==> src/rtl/tw_pkg.sv <==
package tw_pkg;
  parameter int SLOW_W = 13;
  parameter int FAST_W = 5;
  parameter int DATA_W = 8;
  parameter int SEL_W  = 4;
  parameter int ADDR_W = 2;

  localparam int TAP_N = 1 << SEL_W;

  // register addresses
  localparam logic [ADDR_W-1:0] ADDR_CFG = 2'd0;
  localparam logic [ADDR_W-1:0] ADDR_TC  = 2'd1;
  localparam logic [ADDR_W-1:0] ADDR_CLR = 2'd2;

  // configuration bit positions
  localparam int CFG_SLOW_IE = 0;
  localparam int CFG_FAST_IE = 1;
  localparam int CFG_SLOW_WE = 2;
  localparam int CFG_FAST_WE = 3;
  localparam int CFG_TAP_LO  = 4;

  typedef struct packed {
    logic              slowAdv;
    logic              slowClr;
    logic              fastAdv;
    logic [SEL_W-1:0]  tapSel;
    logic [FAST_W-1:0] tcPending;
  } strobe_t;

  typedef struct packed {
    logic slowEvt;
    logic fastEvt;
  } event_t;
endpackage

==> src/rtl/tw_dpath.sv <==
module tw_dpath
  import tw_pkg::*;
(
  input  logic              clk,
  input  logic              rstN,
  input  strobe_t           strb,
  output event_t            evt,
  output logic [SLOW_W-1:0] slowCount,
  output logic [FAST_W-1:0] fastCount
);
  localparam logic [SLOW_W-1:0] SLOW_ONE = {{(SLOW_W-1){1'b0}}, 1'b1};
  localparam logic [FAST_W-1:0] FAST_ONE = {{(FAST_W-1){1'b0}}, 1'b1};

  logic [SLOW_W-1:0] slowNext;
  logic [TAP_N-1:0]  riseVec;
  logic [FAST_W-1:0] tcActive;
  logic              fastAtTc;

  assign slowNext = slowCount + SLOW_ONE;

  // rising transition of each selectable bit; taps beyond the counter stay 0
  genvar gi;
  generate
    for (gi = 0; gi < TAP_N; gi++) begin : g_tap
      if (gi < SLOW_W) begin : g_real
        assign riseVec[gi] = ~slowCount[gi] & slowNext[gi];
      end else begin : g_none
        assign riseVec[gi] = 1'b0;
      end
    end
  endgenerate

  assign fastAtTc    = (fastCount == tcActive);
  assign evt.slowEvt = strb.slowAdv & ~strb.slowClr & riseVec[strb.tapSel];
  assign evt.fastEvt = strb.fastAdv & fastAtTc;

  always_ff @(posedge clk) begin
    if (!rstN) begin
      slowCount <= '0;
    end else if (strb.slowClr) begin
      slowCount <= '0;
    end else if (strb.slowAdv) begin
      slowCount <= slowNext;
    end
  end

  always_ff @(posedge clk) begin
    if (!rstN) begin
      fastCount <= '0;
      tcActive  <= '0;
    end else if (strb.fastAdv) begin
      if (fastAtTc) begin
        fastCount <= '0;
        tcActive  <= strb.tcPending;
      end else begin
        fastCount <= fastCount + FAST_ONE;
      end
    end
  end
endmodule

==> src/rtl/tw_ctrl.sv <==
module tw_ctrl
  import tw_pkg::*;
(
  input  logic              clk,
  input  logic              rstN,
  input  logic              tickSlow,
  input  logic              tickFast,
  input  logic              hibernate,
  input  logic              dbgHalt,
  input  logic              wrEn,
  input  logic [ADDR_W-1:0] wrAddr,
  input  logic [DATA_W-1:0] wrData,
  input  logic [1:0]        intAck,
  input  event_t            evt,
  output strobe_t           strb,
  output logic              slowFlag,
  output logic              fastFlag,
  output logic              wakeReq
);
  logic              slowIntEn, fastIntEn, slowWakeEn, fastWakeEn;
  logic [SEL_W-1:0]  tapSel;
  logic [FAST_W-1:0] tcPending;
  logic              wrCfg, wrTc;

  assign wrCfg = wrEn && (wrAddr == ADDR_CFG);
  assign wrTc  = wrEn && (wrAddr == ADDR_TC);

  assign strb.slowAdv   = tickSlow & ~hibernate & ~dbgHalt;
  assign strb.slowClr   = wrEn && (wrAddr == ADDR_CLR);
  assign strb.fastAdv   = tickFast;
  assign strb.tapSel    = tapSel;
  assign strb.tcPending = tcPending;

  always_ff @(posedge clk) begin
    if (!rstN) begin
      slowIntEn  <= 1'b0;
      fastIntEn  <= 1'b0;
      slowWakeEn <= 1'b0;
      fastWakeEn <= 1'b0;
      tapSel     <= '0;
      tcPending  <= '0;
    end else begin
      if (wrCfg) begin
        slowIntEn  <= wrData[CFG_SLOW_IE];
        fastIntEn  <= wrData[CFG_FAST_IE];
        slowWakeEn <= wrData[CFG_SLOW_WE];
        fastWakeEn <= wrData[CFG_FAST_WE];
        tapSel     <= wrData[CFG_TAP_LO +: SEL_W];
      end
      if (wrTc) begin
        tcPending <= wrData[FAST_W-1:0];
      end
    end
  end

  // sticky flags, a new event beats an acknowledge
  always_ff @(posedge clk) begin
    if (!rstN) begin
      slowFlag <= 1'b0;
      fastFlag <= 1'b0;
    end else begin
      slowFlag <= (slowFlag & ~intAck[0]) | (evt.slowEvt & slowIntEn);
      fastFlag <= (fastFlag & ~intAck[1]) | (evt.fastEvt & fastIntEn);
    end
  end

  assign wakeReq = (slowFlag & slowWakeEn) | (fastFlag & fastWakeEn);
endmodule

==> src/rtl/dual_wheel_timer.sv <==
module dual_wheel_timer
  import tw_pkg::*;
(
  input  logic              clk,
  input  logic              rstN,
  input  logic              tickSlow,
  input  logic              tickFast,
  input  logic              hibernate,
  input  logic              dbgHalt,
  input  logic              wrEn,
  input  logic [ADDR_W-1:0] wrAddr,
  input  logic [DATA_W-1:0] wrData,
  input  logic [1:0]        intAck,
  output logic [SLOW_W-1:0] slowCount,
  output logic [FAST_W-1:0] fastCount,
  output logic              slowFlag,
  output logic              fastFlag,
  output logic              wakeReq
);
  strobe_t strb;
  event_t  evt;

  tw_ctrl u_ctrl (
    .clk(clk), .rstN(rstN), .tickSlow(tickSlow), .tickFast(tickFast),
    .hibernate(hibernate), .dbgHalt(dbgHalt), .wrEn(wrEn), .wrAddr(wrAddr),
    .wrData(wrData), .intAck(intAck), .evt(evt), .strb(strb),
    .slowFlag(slowFlag), .fastFlag(fastFlag), .wakeReq(wakeReq)
  );

  tw_dpath u_dpath (
    .clk(clk), .rstN(rstN), .strb(strb), .evt(evt),
    .slowCount(slowCount), .fastCount(fastCount)
  );
endmodule

==> config.mk <==
export PLATFORM = sky130hd
export DESIGN_NAME = dual_wheel_timer
export DESIGN_NICKNAME = d
export VERILOG_FILES = /design/src/rtl/tw_pkg.sv /design/src/rtl/tw_dpath.sv /design/src/rtl/tw_ctrl.sv /design/src/rtl/dual_wheel_timer.sv
export SDC_FILE = /design/constraint.sdc
export NUM_CORES = 1
export LEC_CHECK = 0
export BUFFER_PORTS_ARGS = -buffer_cell sky130_fd_sc_hd__buf_4
export CAP_MARGIN = 20
export CELL_PAD_IN_SITES_DETAIL_PLACEMENT = 1
export CELL_PAD_IN_SITES_GLOBAL_PLACEMENT = 2
export CORE_MARGIN = 3
export CORE_UTILIZATION = 35
export DETAILED_ROUTE_END_ITERATION = 8
export GPL_TIMING_DRIVEN = 0
export PLACE_DENSITY_LB_ADDON = 0.1
export SLEW_MARGIN = 20
export SYNTH_ARGS = -nofsm -noshare
export SYNTH_HDL_FRONTEND = slang
export SYNTH_SLANG_ARGS = --single-unit
==> constraint.sdc <==
create_clock -name clk -period 5.8 [get_ports clk]
set_input_delay 1.16 -clock clk [delete_from_list [all_inputs] [get_ports clk]]
set_output_delay 1.16 -clock clk [all_outputs]
set_load 0.02 [all_outputs]
## After elaboration in Yosys (flattened, before gate mapping)

Cells that the tools add are included.

- Register bits: 38
- Latch bits: 0
- RAM bits: 0
- Memory bits (read-only): 0
- Output and inout port bits: 21
- Logic and storage cells: 72
- Memories kept: 0

- Add/subtract/negate cells: 2
- $mul: 0
- Divide/modulo/power cells: 0
- Magnitude comparators: 1
- Equal/unequal tests: 3
- Shift operators: 0
- Muxes and demuxes: 3
- Bitwise operators: 46
- Reduce and logical (&&, ||, !) cells: 6

Operator list:

| cell | number |
|---|---|
| 1-bit AND | 24 |
| 1-bit inverter | 19 |
| 13-bit by 1-bit adder with 13-bit output (second input constant) | 1 |
| 5-bit by 1-bit adder with 5-bit output (second input constant) | 1 |
| 5-bit equality test | 1 |
| 4-bit by 5-bit < comparator with 1-bit output (second input constant) | 1 |
| 5-bit two-way mux | 1 |
| 1-bit binary-select mux with 4-bit select | 1 |
| 1-bit logical AND | 3 |
| 1-bit bitwise OR | 3 |
| 2-bit by 1-bit equality test with 1-bit output (second input constant) | 1 |
| 2-bit equality test (second input constant) | 1 |
| 2-bit logical NOT | 1 |
| 2-bit AND reduction | 1 |
| 2-bit OR reduction | 1 |
| 1-bit two-way mux | 1 |

## Longest topological paths before layout

- Depth after elaboration: 7
- Gate-level depth with buffers: 9
- Mapped depth without buffers: 9

## Cells and area by module

A second synthesis with hierarchy kept.

- Cells, all modules: 211
- Area, all modules: 1941.9 sq um

Modules (own cells, without submodules):

| module | times used | cells an instance | area an instance (sq um) | sequential area each (sq um) |
|---|---|---|---|---|
| tw_dpath | 1 | 146 | 1313.8 | 460.4 |
| tw_ctrl | 1 | 65 | 628.1 | 300.3 |

## Worst setup path after synthesis

Ideal clock, no wire load.

- Kind: register to register
- Start point: reg u_dpath.slowCount[0]
- End point: reg u_ctrl.slowFlag
- Library setup time: 129 ps
- Data arrival time: 2081 ps
- Required time: 5671 ps
- Setup slack: 3590 ps
- Cell stages (with the launch flop): 9
- Clock period less this slack: 2210 ps
- Cell sequence: dfxtp_1 -> ha_1 -> nand3_1 -> nor3_1 -> ha_1 -> mux4_2 -> and2_0 -> a2111o_1 -> nor4bb_1

- Cells in the longest elaborated chain, start to end: 7
- Elaborated cells between the ends (all ways): 20

RTL lines:

| element | line | source |
|---|---|---|
| start: declaration | tw_dpath.sv:8 | `output logic [SLOW_W-1:0] slowCount,` |
| start signal: assignment | tw_dpath.sv:43 | `slowCount <= slowNext;` |
| 13-bit by 1-bit adder with 13-bit output or 1-bit inverter (tied branches) | tw_dpath.sv:19, tw_dpath.sv:26 |  |
| 1-bit AND | tw_dpath.sv:26 | `assign riseVec[gi] = ~slowCount[gi] & slowNext[gi];` |
| 1-bit binary-select mux with 4-bit select (*) | tw_dpath.sv:34 | `assign evt.slowEvt = strb.slowAdv & ~strb.slowClr & riseVec[strb.tapSel];` |
| 1-bit two-way mux (implied by the code) (*) | tw_dpath.sv:34 |  |
| 1-bit AND (*) | tw_dpath.sv:34 |  |
| 1-bit AND (*) | tw_ctrl.sv:62 | `slowFlag <= (slowFlag & ~intAck[0]) \| (evt.slowEvt & slowIntEn);` |
| 1-bit bitwise OR (*) | tw_ctrl.sv:62 |  |
| end signal: assignment | tw_ctrl.sv:62 |  |
| end: declaration | tw_ctrl.sv:16 | `output logic slowFlag,` |

Mark *: on every way between the ends. The rest lies on a longest branch, timed or not. The select of a mux whose other input is x is not followed.
A chain may end at the register's enable or synchronous reset.

## Final worst setup path

Same ends and word-level chain as after synthesis.

==> results by group <==
Status
  – Status: completed

Global route
  – Largest net degree at the start of global routing: 11
  – Number of global-route vias before repair: about 1700
  – GRT Overall Usage: between 15 and 20%
  – First-pass GRT wire length: around 8000 um
  – Total gr overflow: 0
  – Initial antenna violation count: 0

Logic synthesis
  – Synth Area per Inst: 9.48 um^2
  – Largest cells by area after synthesis: dfxtp_1 40%, ha_1 9.2%, mux2i_1 9.0%, nor2b_1 4.9%, a211oi_1 4.7%
  – Sequential area share after synthesis: 40.1%
  – List of most frequent post-synthesis cells: 38 x dfxtp_1, 17 x mux2i_1, 16 x inv_1, 16 x nor2_1
  – Top-area cell type share of the netlist area: between 40% and 50%
  – Post-synth net total: between 200 and 250
  – Post-synth EDFFs: 0
  – Top-count cell post-synth: dfxtp_1
  – Number of synthesized register bits: 38
  – Synthesized instance count: 200
  – Yosys warnings: 0
  – Top FF cell, synth: dfxtp_1
  – Count of cell types in the netlist: 31
  – Post-synth top area cell: dfxtp_1
  – Async SR Flop Fraction: 0%
  – Cell area after synthesis: roughly 0.0019 mm^2

Finish
  – Share of layout cells above drive strength 1: around 20%
  – P&R area growth vs syn: 23.7%
  – Final core utilization: a little under half
  – # fillers: 615
  – # nets final: 278
  – Non-Filler Instances: 315
  – Finished Cell Area: between 0.002 and 0.0025 mm^2
  – Ant. Diodes: 0

Setup path
  – Critical Path Most Common Cell: ha_1
  – Worst Setup End Kind: flop
  – Critical path cell sequence: ha_1 -> nand3_1 -> nor3_1 -> ha_1 -> mux4_2 -> and2_0 -> a2111o_1 -> nor4bb_1
  – Crit-path max FO: 5
  – Setup CP Type: flop to flop
  – Crit path DAT: roughly 2.5 ns
  – Critical Path RT: roughly 6.0 ns
  – Worst setup SP type: flop
  – Largest stage delay, worst path: around 0.46 ns
  – Slowest-stage cell, CP: mux4_2

Timing
  – Final hold slack: between 0.4 and 0.5 ns
  – Final hold vios: 0
  – Final setup fails: 0
  – Slew headroom: a little under three fifths
  – Final Cycle Share: 40.8%
  – Clk_skew: a little over 0.004 ns
  – Max frequency: 423 MHz
  – Setup_tns: 0 ns
  – Max Transition Viols Final: 0
  – RSZ-0062 raised after global routing: no
  – Crit path time final: about 2.4 ns
  – Worst-margin pin slew: about 0.65 ns

Detailed routing
  – Pre-Repair DR Iteration Count: 4
  – # DRC: 0
  – Via density: just under 5
  – Final wirelength: roughly 4600 um
  – Via count: about 1500
  – Starting DRT DRC Count: 39
  – Wire per inst: 14.5 um
  – Antenna-violating nets left: 0

CTS
  – Clock Pin Slew Worst Setup and Hold Paths: 0.07 ns
  – Clk buf depth: 2
  – Clock H-tree levels: 2
  – Num CTS Buffers: 5
  – Post-CTS sizing: 0
  – Hold_buf cts: 0
  – Clock root cell: clkbuf_8
  – Post-CTS setup buffers: 0
  – # clock sinks: 38
  – CTS tree: yes
  – Clock latency on the worst-skew pair: between 0.2 and 0.3 ns

Power and ir drop
  – Clock power frac: roughly 32%
  – Switch share: roughly a quarter
  – Pwr Density: 220 mW/mm^2
  – Static Leak: 0.984 nW
  – Internal power: a little under 0.4 mW
  – Peak VDD IR: roughly 0.091 mV
  – Switching power: ~0.13 mW
  – Seq pwr share: 54.0%
  – Combinational power share: 13.6%

Floorplan
  – # rows: 26
  – Die Ht: around 80 um
  – Initial Util: between 30% and 40%
  – Die ar.: around 0.0063 mm^2
  – Num ports: 40
  – Die width: 79.6 um
  – Core Box Area: between 0.005 and 0.006 mm^2

Placed design
  – Placed cell area: 0.00227 mm^2
  – Port-buffer cells: 38
  – Dpl hpwl: approximately 3600 um
  – Placed cells: approximately 310
  – RePlAce Congestion: roughly 0.79

Flow run
  – Max Cap Viol: 0

Worst hold path
  – Hold WC Path Type: flop to flop
==> kinds of logic after synthesis <==
family	synth area share (%)
AOI/OAI and AO/OA	6.73
xor gates and xnor gates	4.62
adders and majority gates	9.23
buffers and inverters	5.01
DFF	40.1
muxes	13.1
and+or+nand+nor	21.2
==> per-stage QoR <==
step,setup WS (ns),total power [mW]
2_1_floorplan,3.59,0.326
3_3_place_gp,3.20,0.354
3_5_place_dp,3.09,0.356
4_1_cts,3.40,0.526
5_1_grt,3.32,0.546
6_report,3.44,0.517
==> state kept, by name, indices dropped and copies added (netlist names) <==
name and flops:
u_ctrl.fastFlag 1, u_ctrl.fastIntEn 1, u_ctrl.fastWakeEn 1, u_ctrl.slowFlag 1
u_ctrl.slowIntEn 1, u_ctrl.slowWakeEn 1, u_ctrl.tapSel 4, u_ctrl.tcPending 5
u_dpath.fastCount 5, u_dpath.slowCount 13, u_dpath.tcActive 5
==> cells in the final DEF, fill, tap and decap left out, types with 2 or more instances in the layout <==
cell / n
a211oi_1: 12
buf_4: 38
inv_1: 16
mux4_2: 3
xnor2_1: 5
nand3_1: 4
nor4_1: 3
nor4bb_1: 2
clkbuf_8: 5
nor2b_1: 15
nand3b_1: 2
nor3_1: 4
mux2i_1: 17
xor2_1: 5
ha_1: 14
dfxtp_1: 38
clkbuf_1: 9
and3_1: 7
nand4_1: 3
nand2_1: 15
nor2_1: 16
==> worst paths after layout <==
| kind | start | to | slack [ns] | depth (start not counted) |
|---|---|---|---|---|
| setup / recovery | u_dpath.slowCount[0] | u_ctrl.slowFlag | 3.44 | 8 |
| hold / removal | u_ctrl.tcPending[0] | u_dpath.tcActive[0] | 0.47 | 2 |
| setup reg to reg | u_dpath.slowCount[0] | u_ctrl.slowFlag | 3.44 | 8 |
| hold reg to reg | u_ctrl.tcPending[0] | u_dpath.tcActive[0] | 0.47 | 2 |
==> power by group through the flow <==
stage / sequential, mW / clock [mW] / combinational [mW]
2_1_floorplan: 0.289 / 0 / 0.0368
3_3_place_gp: 0.285 / 0 / 0.0689
3_5_place_dp: 0.285 / 0 / 0.0713
4_1_cts: 0.279 / 0.175 / 0.0718
5_1_grt: 0.280 / 0.187 / 0.0786
6_report: 0.279 / 0.167 / 0.0704
==> metal layers <==
layer	track usage [%]	routed length, um	vias to the layer above
met5	0	0	-
met4	4.47	20	0
met3	4.51	159	2
met2	29.1	2470	24
met1	17.8	1930	732
li1	-	-	784
==> critical path: cells and delay by family, from the launching register on <==
kind            cells  cell delay (ns)
compound gates      1             0.38
mux                 1             0.46
fa+ha+maj           2             0.44
flops               1             0.36
simple gates        4             0.61
==> final cells by class <==
type                       instances  area, um^2  share of cell area [%]
multi-input combinational        137        1040                    44.4
sequential                        38         761                    32.4
timing repair buffer              38         285                    12.2
tap                               70        87.6                    3.73
clock buffer                       7        76.3                    3.25
inverter                          16        60.1                    2.56
buffer                             9        35.0                    1.49
(Power assumes the default switching activity.)
